[src/rtl/sstuff_pkg.sv]
package sstuff_pkg;

    typedef enum logic [2:0] {
        ST_IDLE,
        ST_FORCE,
        ST_CHECK,
        ST_SEND,
        ST_PACE,
        ST_RESTORE,
        ST_FINISH
    } stuff_state_t;

    typedef enum logic {
        RES_OK,
        RES_TIMEOUT
    } stuff_result_t;

endpackage

[src/rtl/sstuff_pacer.sv]
module sstuff_pacer #(
    parameter int PACE_CYCLES = 100000
) (
    input  logic clk,
    input  logic rst_n,
    input  logic load_i,
    input  logic run_i,
    output logic expired_o
);
    localparam int PW = (PACE_CYCLES > 1) ? $clog2(PACE_CYCLES) : 1;
    localparam logic [PW-1:0] LOAD_V = PW'(PACE_CYCLES - 1);

    logic [PW-1:0] cnt_q;

    always_ff @(posedge clk or negedge rst_n) begin
        if (!rst_n) begin
            cnt_q <= '0;
        end else if (load_i) begin
            cnt_q <= LOAD_V;
        end else if (run_i && cnt_q != '0) begin
            cnt_q <= cnt_q - 1'b1;
        end
    end

    assign expired_o = run_i && (cnt_q == '0);


    pace_no_reload_chk: assert property (@(posedge clk) disable iff (!rst_n)
        expired_o |-> !load_i);


    pace_bound_chk: assert property (@(posedge clk) disable iff (!rst_n)
        load_i |=> (cnt_q <= LOAD_V));

endmodule

[src/rtl/sstuff_ms_window.sv]
module sstuff_ms_window #(
    parameter int TIMEOUT_MS = 1000
) (
    input  logic clk,
    input  logic rst_n,
    input  logic clear_i,
    input  logic run_i,
    input  logic tick_i,
    output logic expired_o
);
    localparam int MW = $clog2(TIMEOUT_MS + 2);
    localparam logic [MW-1:0] LIMIT = MW'(TIMEOUT_MS + 1);

    logic [MW-1:0] ms_q;

    always_ff @(posedge clk or negedge rst_n) begin
        if (!rst_n) begin
            ms_q <= '0;
        end else if (clear_i) begin
            ms_q <= '0;
        end else if (run_i && tick_i && ms_q != LIMIT) begin
            ms_q <= ms_q + 1'b1;
        end
    end

    assign expired_o = (ms_q == LIMIT);


    tmo_sticky_chk: assert property (@(posedge clk) disable iff (!rst_n)
        (expired_o && !clear_i) |=> expired_o);


    tmo_clear_chk: assert property (@(posedge clk) disable iff (!rst_n)
        clear_i |=> !expired_o);

endmodule

[src/rtl/sstuff_word_tally.sv]
module sstuff_word_tally #(
    parameter int CNT_W = 16
) (
    input  logic             clk,
    input  logic             rst_n,
    input  logic             clear_i,
    input  logic             inc_i,
    output logic [CNT_W-1:0] count_o
);
    always_ff @(posedge clk or negedge rst_n) begin
        if (!rst_n) begin
            count_o <= '0;
        end else if (clear_i) begin
            count_o <= '0;
        end else if (inc_i && count_o != '1) begin
            count_o <= count_o + 1'b1;
        end
    end


    tally_hold_chk: assert property (@(posedge clk) disable iff (!rst_n)
        (!inc_i && !clear_i) |=> $stable(count_o));


    tally_step_chk: assert property (@(posedge clk) disable iff (!rst_n)
        (inc_i && !clear_i && count_o != '1) |=> (count_o != $past(count_o)));

endmodule

[src/rtl/early_sync_stuffer.sv]
module early_sync_stuffer
    import sstuff_pkg::*;
#(
    parameter int DATA_W      = 32,
    parameter int RATIO_W     = 2,
    parameter int RATIO_1X    = 0,
    parameter int PACE_CYCLES = 100000,
    parameter int TIMEOUT_MS  = 1000,
    parameter int CNT_W       = 16
) (
    input  logic               clk,
    input  logic               rst_n,
    input  logic               start_i,
    input  logic               early_user_i,
    input  logic               ms_tick_i,
    input  logic [RATIO_W-1:0] ratio_cur_i,
    output logic [DATA_W-1:0]  fill_data_o,
    output logic               fill_valid_o,
    input  logic               fill_ready_i,
    output logic [RATIO_W-1:0] ratio_o,
    output logic               ratio_we_o,
    output logic               done_o,
    output logic               timeout_o,
    output logic [CNT_W-1:0]   word_count_o
);
    localparam logic [RATIO_W-1:0] RATIO_1X_V = RATIO_W'(RATIO_1X);
    localparam logic [DATA_W-1:0]  FILL_WORD  = '1;

    stuff_state_t  state_q, state_d;
    stuff_result_t result_q, result_d;
    logic [RATIO_W-1:0] saved_ratio;

    logic accept;
    logic pace_exp;
    logic tmo_exp;
    logic window_run;

    assign accept     = (state_q == ST_SEND) && fill_ready_i;
    assign window_run = (state_q == ST_CHECK) || (state_q == ST_SEND) || (state_q == ST_PACE);

    sstuff_pacer #(
        .PACE_CYCLES(PACE_CYCLES)
    ) u_pacer (
        .clk      (clk),
        .rst_n    (rst_n),
        .load_i   (accept),
        .run_i    (state_q == ST_PACE),
        .expired_o(pace_exp)
    );

    sstuff_ms_window #(
        .TIMEOUT_MS(TIMEOUT_MS)
    ) u_window (
        .clk      (clk),
        .rst_n    (rst_n),
        .clear_i  (state_q == ST_FORCE),
        .run_i    (window_run),
        .tick_i   (ms_tick_i),
        .expired_o(tmo_exp)
    );

    sstuff_word_tally #(
        .CNT_W(CNT_W)
    ) u_tally (
        .clk    (clk),
        .rst_n  (rst_n),
        .clear_i(state_q == ST_FORCE),
        .inc_i  (accept),
        .count_o(word_count_o)
    );

    // Next-state and result decision
    always_comb begin
        state_d  = state_q;
        result_d = result_q;
        unique case (state_q)
            ST_IDLE: begin
                if (start_i) state_d = ST_FORCE;
            end
            ST_FORCE: begin
                state_d = ST_CHECK;
            end
            ST_CHECK: begin
                if (early_user_i) begin
                    state_d  = ST_RESTORE;
                    result_d = RES_OK;
                end else if (tmo_exp) begin
                    state_d  = ST_RESTORE;
                    result_d = RES_TIMEOUT;
                end else begin
                    state_d = ST_SEND;
                end
            end
            ST_SEND: begin
                if (fill_ready_i) begin
                    state_d = ST_PACE;
                end else if (tmo_exp) begin
                    state_d  = ST_RESTORE;
                    result_d = RES_TIMEOUT;
                end
            end
            ST_PACE: begin
                if (pace_exp) state_d = ST_CHECK;
            end
            ST_RESTORE: begin
                state_d = ST_FINISH;
            end
            ST_FINISH: begin
                state_d = ST_IDLE;
            end
            default: begin
                state_d = ST_IDLE;
            end
        endcase
    end

    // State register and saved ratio
    always_ff @(posedge clk or negedge rst_n) begin
        if (!rst_n) begin
            state_q     <= ST_IDLE;
            result_q    <= RES_OK;
            saved_ratio <= '0;
        end else begin
            state_q  <= state_d;
            result_q <= result_d;
            if (state_q == ST_IDLE && start_i) begin
                saved_ratio <= ratio_cur_i;
            end
        end
    end

    // Outputs decoded from the state register
    always_comb begin
        fill_valid_o = 1'b0;
        fill_data_o  = '0;
        ratio_we_o   = 1'b0;
        ratio_o      = saved_ratio;
        done_o       = 1'b0;
        timeout_o    = 1'b0;
        unique case (state_q)
            ST_FORCE: begin
                ratio_we_o = 1'b1;
                ratio_o    = RATIO_1X_V;
            end
            ST_SEND: begin
                fill_valid_o = 1'b1;
                fill_data_o  = FILL_WORD;
            end
            ST_RESTORE: begin
                ratio_we_o = 1'b1;
            end
            ST_FINISH: begin
                done_o    = (result_q == RES_OK);
                timeout_o = (result_q == RES_TIMEOUT);
            end
            default: begin
            end
        endcase
    end


    force_1x_chk: assert property (@(posedge clk) disable iff (!rst_n)
        (state_q == ST_IDLE && start_i) |=> (ratio_we_o && ratio_o == RATIO_1X_V));


    hold_word_chk: assert property (@(posedge clk) disable iff (!rst_n)
        (fill_valid_o && !fill_ready_i && !tmo_exp) |=> fill_valid_o);


    fill_ones_chk: assert property (@(posedge clk) disable iff (!rst_n)
        (fill_valid_o && fill_ready_i) |-> (fill_data_o == FILL_WORD));


    restore_chk: assert property (@(posedge clk) disable iff (!rst_n)
        (done_o || timeout_o) |-> ($past(ratio_we_o) && $past(ratio_o) == saved_ratio));


    busy_start_chk: assert property (@(posedge clk) disable iff (!rst_n)
        (state_q != ST_IDLE && start_i) |=> $stable(saved_ratio));


    result_excl_chk: assert property (@(posedge clk) disable iff (!rst_n)
        $onehot0({done_o, timeout_o}));


    result_pulse_chk: assert property (@(posedge clk) disable iff (!rst_n)
        (done_o || timeout_o) |=> !(done_o || timeout_o));

endmodule

[config.mk]
export PLATFORM = sky130hd
export DESIGN_NAME = early_sync_stuffer
export DESIGN_NICKNAME = d
export VERILOG_FILES = /design/src/rtl/sstuff_pkg.sv /design/src/rtl/sstuff_pacer.sv /design/src/rtl/sstuff_ms_window.sv /design/src/rtl/sstuff_word_tally.sv /design/src/rtl/early_sync_stuffer.sv
export SDC_FILE = /design/constraint.sdc
export NUM_CORES = 1
export LEC_CHECK = 0
export BUFFER_PORTS_ARGS = -buffer_cell sky130_fd_sc_hd__buf_2
export CAP_MARGIN = 40
export CORE_MARGIN = 8
export CORE_UTILIZATION = 55
export DETAILED_ROUTE_END_ITERATION = 16
export PLACE_DENSITY_LB_ADDON = 0.2
export SYNTH_ARGS = -nofsm -noshare
export SYNTH_HDL_FRONTEND = slang
export SYNTH_SLANG_ARGS = --single-unit
export TNS_END_PERCENT = 1
[constraint.sdc]
create_clock -name clk -period 3.5 [get_ports clk]
set_input_delay 0.7 -clock clk [delete_from_list [all_inputs] [get_ports clk]]
set_output_delay 0.7 -clock clk [all_outputs]
set_load 0.02 [all_outputs]
# Word-level counts from Yosys, hierarchy flattened

Cells that the tools add are included.

Add/sub/neg operators: 3
Equal/unequal tests: 13
Mux-type cells: 23
Bitwise logic cells: 1
Reductions and logical operators: 19

Operator list:

| operator                                                              | count |
|---|---|
| 17-bit 2-to-1 mux                                                     | 2 |
| 16-bit 2-to-1 mux                                                     | 2 |
| 32-bit 2-to-1 mux                                                     | 1 |
| 10-bit 2-to-1 mux                                                     | 2 |
| 3-bit 2-to-1 mux                                                      | 6 |
| 3-bit one-hot mux with 6 select lines                                 | 1 |
| 17-bit zero test                                                      | 1 |
| 17-bit nonzero test                                                   | 1 |
| 17-bit by 1-bit subtractor with 17-bit output (second input constant) | 1 |
| 16-bit by 1-bit adder with 16-bit output (second input constant)      | 1 |
| 16-bit != test (second input constant)                                | 1 |
| 10-bit by 1-bit adder with 10-bit output (second input constant)      | 1 |
| 10-bit == test (second input constant)                                | 1 |
| 10-bit != test (second input constant)                                | 1 |
| 3-bit == test (second input constant)                                 | 3 |
| 2-bit nonzero test                                                    | 4 |
| 1-bit logical AND                                                     | 7 |
| 1-bit 2-to-1 mux                                                      | 7 |
| 3-bit by 2-bit == test with 1-bit output (second input constant)      | 2 |
| 2-bit != test (second input constant)                                 | 3 |
| 3-bit by 1-bit == test with 1-bit output (second input constant)      | 1 |
| 3-bit zero test                                                       | 1 |
| 3-bit != test (second input constant)                                 | 1 |
| 3-bit AND reduction                                                   | 1 |
| 6 further kinds                                                       | 7 |

Register bits after elaboration: 49
Bits of input ports: 8
Word-level logic and storage cells: 65

# Depth between registers and ports, before layout

Depth after elaboration: 7
Mapped depth: 6
Mapped depth without buffers: 6

# Hierarchy

A second synthesis with hierarchy kept.

Cells, all modules: 328
Area, all modules: 3118.0 um^2

Modules (own cells, without submodules):

| module             | times used | cells an instance | area each (um^2) |
|---|---|---|---|
| sstuff_pacer       | 1          | 98                | 943.4 |
| sstuff_word_tally  | 1          | 98                | 942.2 |
| sstuff_ms_window   | 1          | 63                | 624.3 |
| early_sync_stuffer | 1          | 69                | 608.1 |

# Worst setup path after synthesis

No wires, ideal clock.

Path type: reg-to-output
From: register state_q[2]
To: output fill_data_o[0]
Data arrival time: 1850 ps
Data required time: 2800 ps
Setup slack: 950 ps
Cell stages (with the launch flop): 5
Path buffers: 2
Cell sequence: dfrtp_1 -> clkbuf_1 -> nor2b_1 -> and2_1 -> buf_4

Longest elaborated chain between the ends: 2

RTL lines:

| what                                     | RTL line                  | RTL |
|---|---|---|
| from (decl)                              | early_sync_stuffer.sv:29  | `stuff_state_t state_q, state_d;` |
| from (signal assigned)                   | early_sync_stuffer.sv:124 | `state_q <= state_d;` |
| 3-bit by 2-bit == test with 1-bit output | early_sync_stuffer.sv:140 | `unique case (state_q)` |
| 32-bit 2-to-1 mux                        | early_sync_stuffer.sv:140 |  |
| to (decl)                                | early_sync_stuffer.sv:17  | `output logic [DATA_W-1:0] fill_data_o,` |

Every way passes these cells.

# Worst setup path in the final report

From: register state_q[1]
To: output fill_data_o[25]

The elaborated chain is that of the path after synthesis.

==> flow_metrics.env <==
export IMPL_status="finished, final reports clean"
export IMPL_antenna_found_initial=0
export IMPL_tns_ps=0
export IMPL_rows=27
export IMPL_p_leak_nw=1.59
export IMPL_worst_slew_pin_slew_ps=726
export IMPL_grt_use_total=0.166
export IMPL_period_needed_ps=2890
export IMPL_fmax_ghz=0.346
export IMPL_num_vias=2532
export IMPL_wl_mm=6.83
export IMPL_final_core_util=0.602
export IMPL_crit_path_end_kind="output port"
export IMPL_path_clk_slew_ps=90
export IMPL_drc=0
export IMPL_num_io_pins=62
export IMPL_yosysUniqueCellTypes=49
export IMPL_die_h_um=91.1
export IMPL_holdCritPathClass="in2async"
export IMPL_synth_fp_nets=351
export IMPL_drt_pass1_iterations=4
export IMPL_postCtsHoldBufs=0
export IMPL_r2r_slack_ps=1160
export IMPL_synth_edf_count=0
export IMPL_setup_violations=0
export IMPL_cp_required_ps=2800
export IMPL_rsz0062_at_grt="false"
export IMPL_clockBufferDepth=2
export IMPL_cts_resized=0
export IMPL_initial_core_util=0.567
export IMPL_diodes=0
export IMPL_arrival_ps=2190
export IMPL_nNetsFinal=375
export IMPL_clock_sinks=49
export IMPL_post_cts_repair_setup_buffers=0
export IMPL_pwr_density_cell_nw_per_um2=599
export IMPL_fillers=498
export IMPL_synth_cells=339
export IMPL_cts_tree="done"
export IMPL_ys_ff_latch=49
export IMPL_maxSlewHeadroom=0.509
export IMPL_cp_max_fo=33
export IMPL_ys_warn_count=0
export IMPL_portBuffers=61
export IMPL_clock_root_buffer="clkbuf_8"
export IMPL_slew_violations=0
export IMPL_ys_flop_type="dfrtp_1"
export IMPL_grt_overflow=0
export IMPL_antenna_left=0
export IMPL_fin_crit_sh=0.827
export IMPL_areaGrowthSynthToFinish_pct=6.29
export IMPL_startpoint_type="flop"
export IMPL_finClkSkew_ps=3.01
export IMPL_finalHoldViolCount=0
export IMPL_whs_ps=448
export IMPL_drt_iter0_markers=130
export IMPL_place_congestion=0.814
export IMPL_viasPerCell=5.81
export IMPL_wire_per_inst_um=15.7
export IMPL_grt_first_pass_wirelength_mm=11.6
export IMPL_syn_avg_cell_area_um2=9.15
export IMPL_numCtsBuffers=5
export IMPL_grt_max_degree=35
export IMPL_core_area_um2=5470
export IMPL_peakVddDrop_mv=0.339
export IMPL_drive_gt1_frac=0.225
export IMPL_synthArstFlopShare=1.00
export IMPL_dpl_hpwl_mm=4.97
export IMPL_die_x_um=91.1
export IMPL_die_area_um2=8300
export IMPL_grt_pass1_vias=2394
export IMPL_max_cap_violations=0
export IMPL_yosysSeqAreaShare=0.395
export IMPL_insertion_delay_ps=300
export IMPL_setup_worst_path_class="reg2out"
export IMPL_htree_levels=2
export IMPL_synth_area_um2=3100
## per-layer routing
metal  part of all wire  global-route usage
met5                  0                   0
met1               0.45               0.207
met4              0.015              0.0641
met2               0.50               0.275
met3              0.033              0.0346
## logic make-up (layout without fill, tap and decap cells)
group           count (synthesis)  count (layout)  share of synthesized area
xor+xnor                        5               5                     0.0141
compound gates                 54              54                      0.119
mux                            26              26                     0.0847
flops                          49              49                      0.395
fa+ha+maj                       4               4                     0.0161
simple gates                  145             145                      0.261
buf+inv                        56              81                      0.109
## layout by cell type (no fill, tap or decap), types with 5 or more instances in the layout
| master | n |
|---|---|
| buf_2 | 61 |
| dfrtp_1 | 49 |
| nand2_1 | 34 |
| mux2i_1 | 24 |
| nor2_1 | 21 |
| nand3_1 | 14 |
| o21ai_0 | 12 |
| a21oi_1 | 11 |
| inv_1 | 9 |
| nand4_1 | 9 |
| or3_1 | 8 |
| nand2b_1 | 8 |
| nor3_1 | 7 |
| and2_1 | 6 |
| or4_1 | 6 |
| and4_1 | 5 |
| a211oi_1 | 5 |
| o31ai_1 | 5 |
| nor4_1 | 5 |
| o211ai_1 | 5 |
| clkbuf_8 | 5 |
## worst max-delay path: stages (launching register included)
cell and delay (ps):
dfrtp_1 600, nor2b_1 340, and2_1 640, buf_2 300
## cell type report
class	count	area [um^2]	share of cell area
clock buffers	6	72.6	0.0220
clock inverters	2	10.0	0.00304
inverters	9	33.8	0.0102
multi-input cells	234	1540	0.466
flip-flops and latches	49	1230	0.372
well taps	72	90.1	0.0273
repair buffers	64	328	0.0994
## sequential cells by signal (all words and copies together) (netlist names)
name and cells:
u_tally.count_o 16, result_q 1, u_window.ms_q 10, u_pacer.cnt_q 17
state_q 3, saved_ratio 2
## cells in the mapped netlist (5+ instances only)
library cell	count	area share
nand4_1	9	0.018
a211oi_1	5	0.012
or4_1	6	0.015
dfrtp_1	49	0.40
inv_1	9	0.011
a21oi_1	11	0.018
nor2_1	21	0.025
clkbuf_1	13	0.016
and2_1	6	0.012
nor4_1	5	0.010
o211ai_1	5	0.012
nand3_1	14	0.023
mux2i_1	24	0.077
nand2b_1	8	0.016
nand2_1	34	0.041
and4_1	5	0.014
nor3_1	7	0.011
o31ai_1	5	0.012
o21ai_0	12	0.019
buf_4	32	0.077
or3_1	8	0.016
## metrics by stage
step,cells,total power [W],instance area [um^2],setup slack [ps]
after floorplan,339,0.00154,3100,950
after global placement,428,0.00164,3210,1050
after detailed placement,428,0.00167,3210,943
after CTS,436,0.00200,3300,595
after global routing,436,0.00212,3300,404
final,436,0.00198,3300,606
## report_power, final
part / internal [W] / leakage, nW / switching (W) / total (W)
sequential: 0.000676 / 0.624 / 0.000160 / 0.000836
combinational: 0.000287 / 0.926 / 0.000523 / 0.000810
clock: 0.000139 / 0.0450 / 0.000190 / 0.000329
## path summary, 6_finish.rpt
check / endpoint / depth (start not counted) / start
max in group asynchronous: result_q / 2 / rst_n
worst min register to register: u_pacer.cnt_q[12] / 1 / u_pacer.cnt_q[12]
worst max-delay path: fill_data_o[25] / 3 / state_q[1]
min in group clk: u_pacer.cnt_q[12] / 1 / u_pacer.cnt_q[12]
worst max register to register: u_pacer.cnt_q[7] / 6 / u_pacer.cnt_q[0]
worst min-delay path: u_pacer.cnt_q[11] / 1 / rst_n
(Power assumes the default switching activity.)
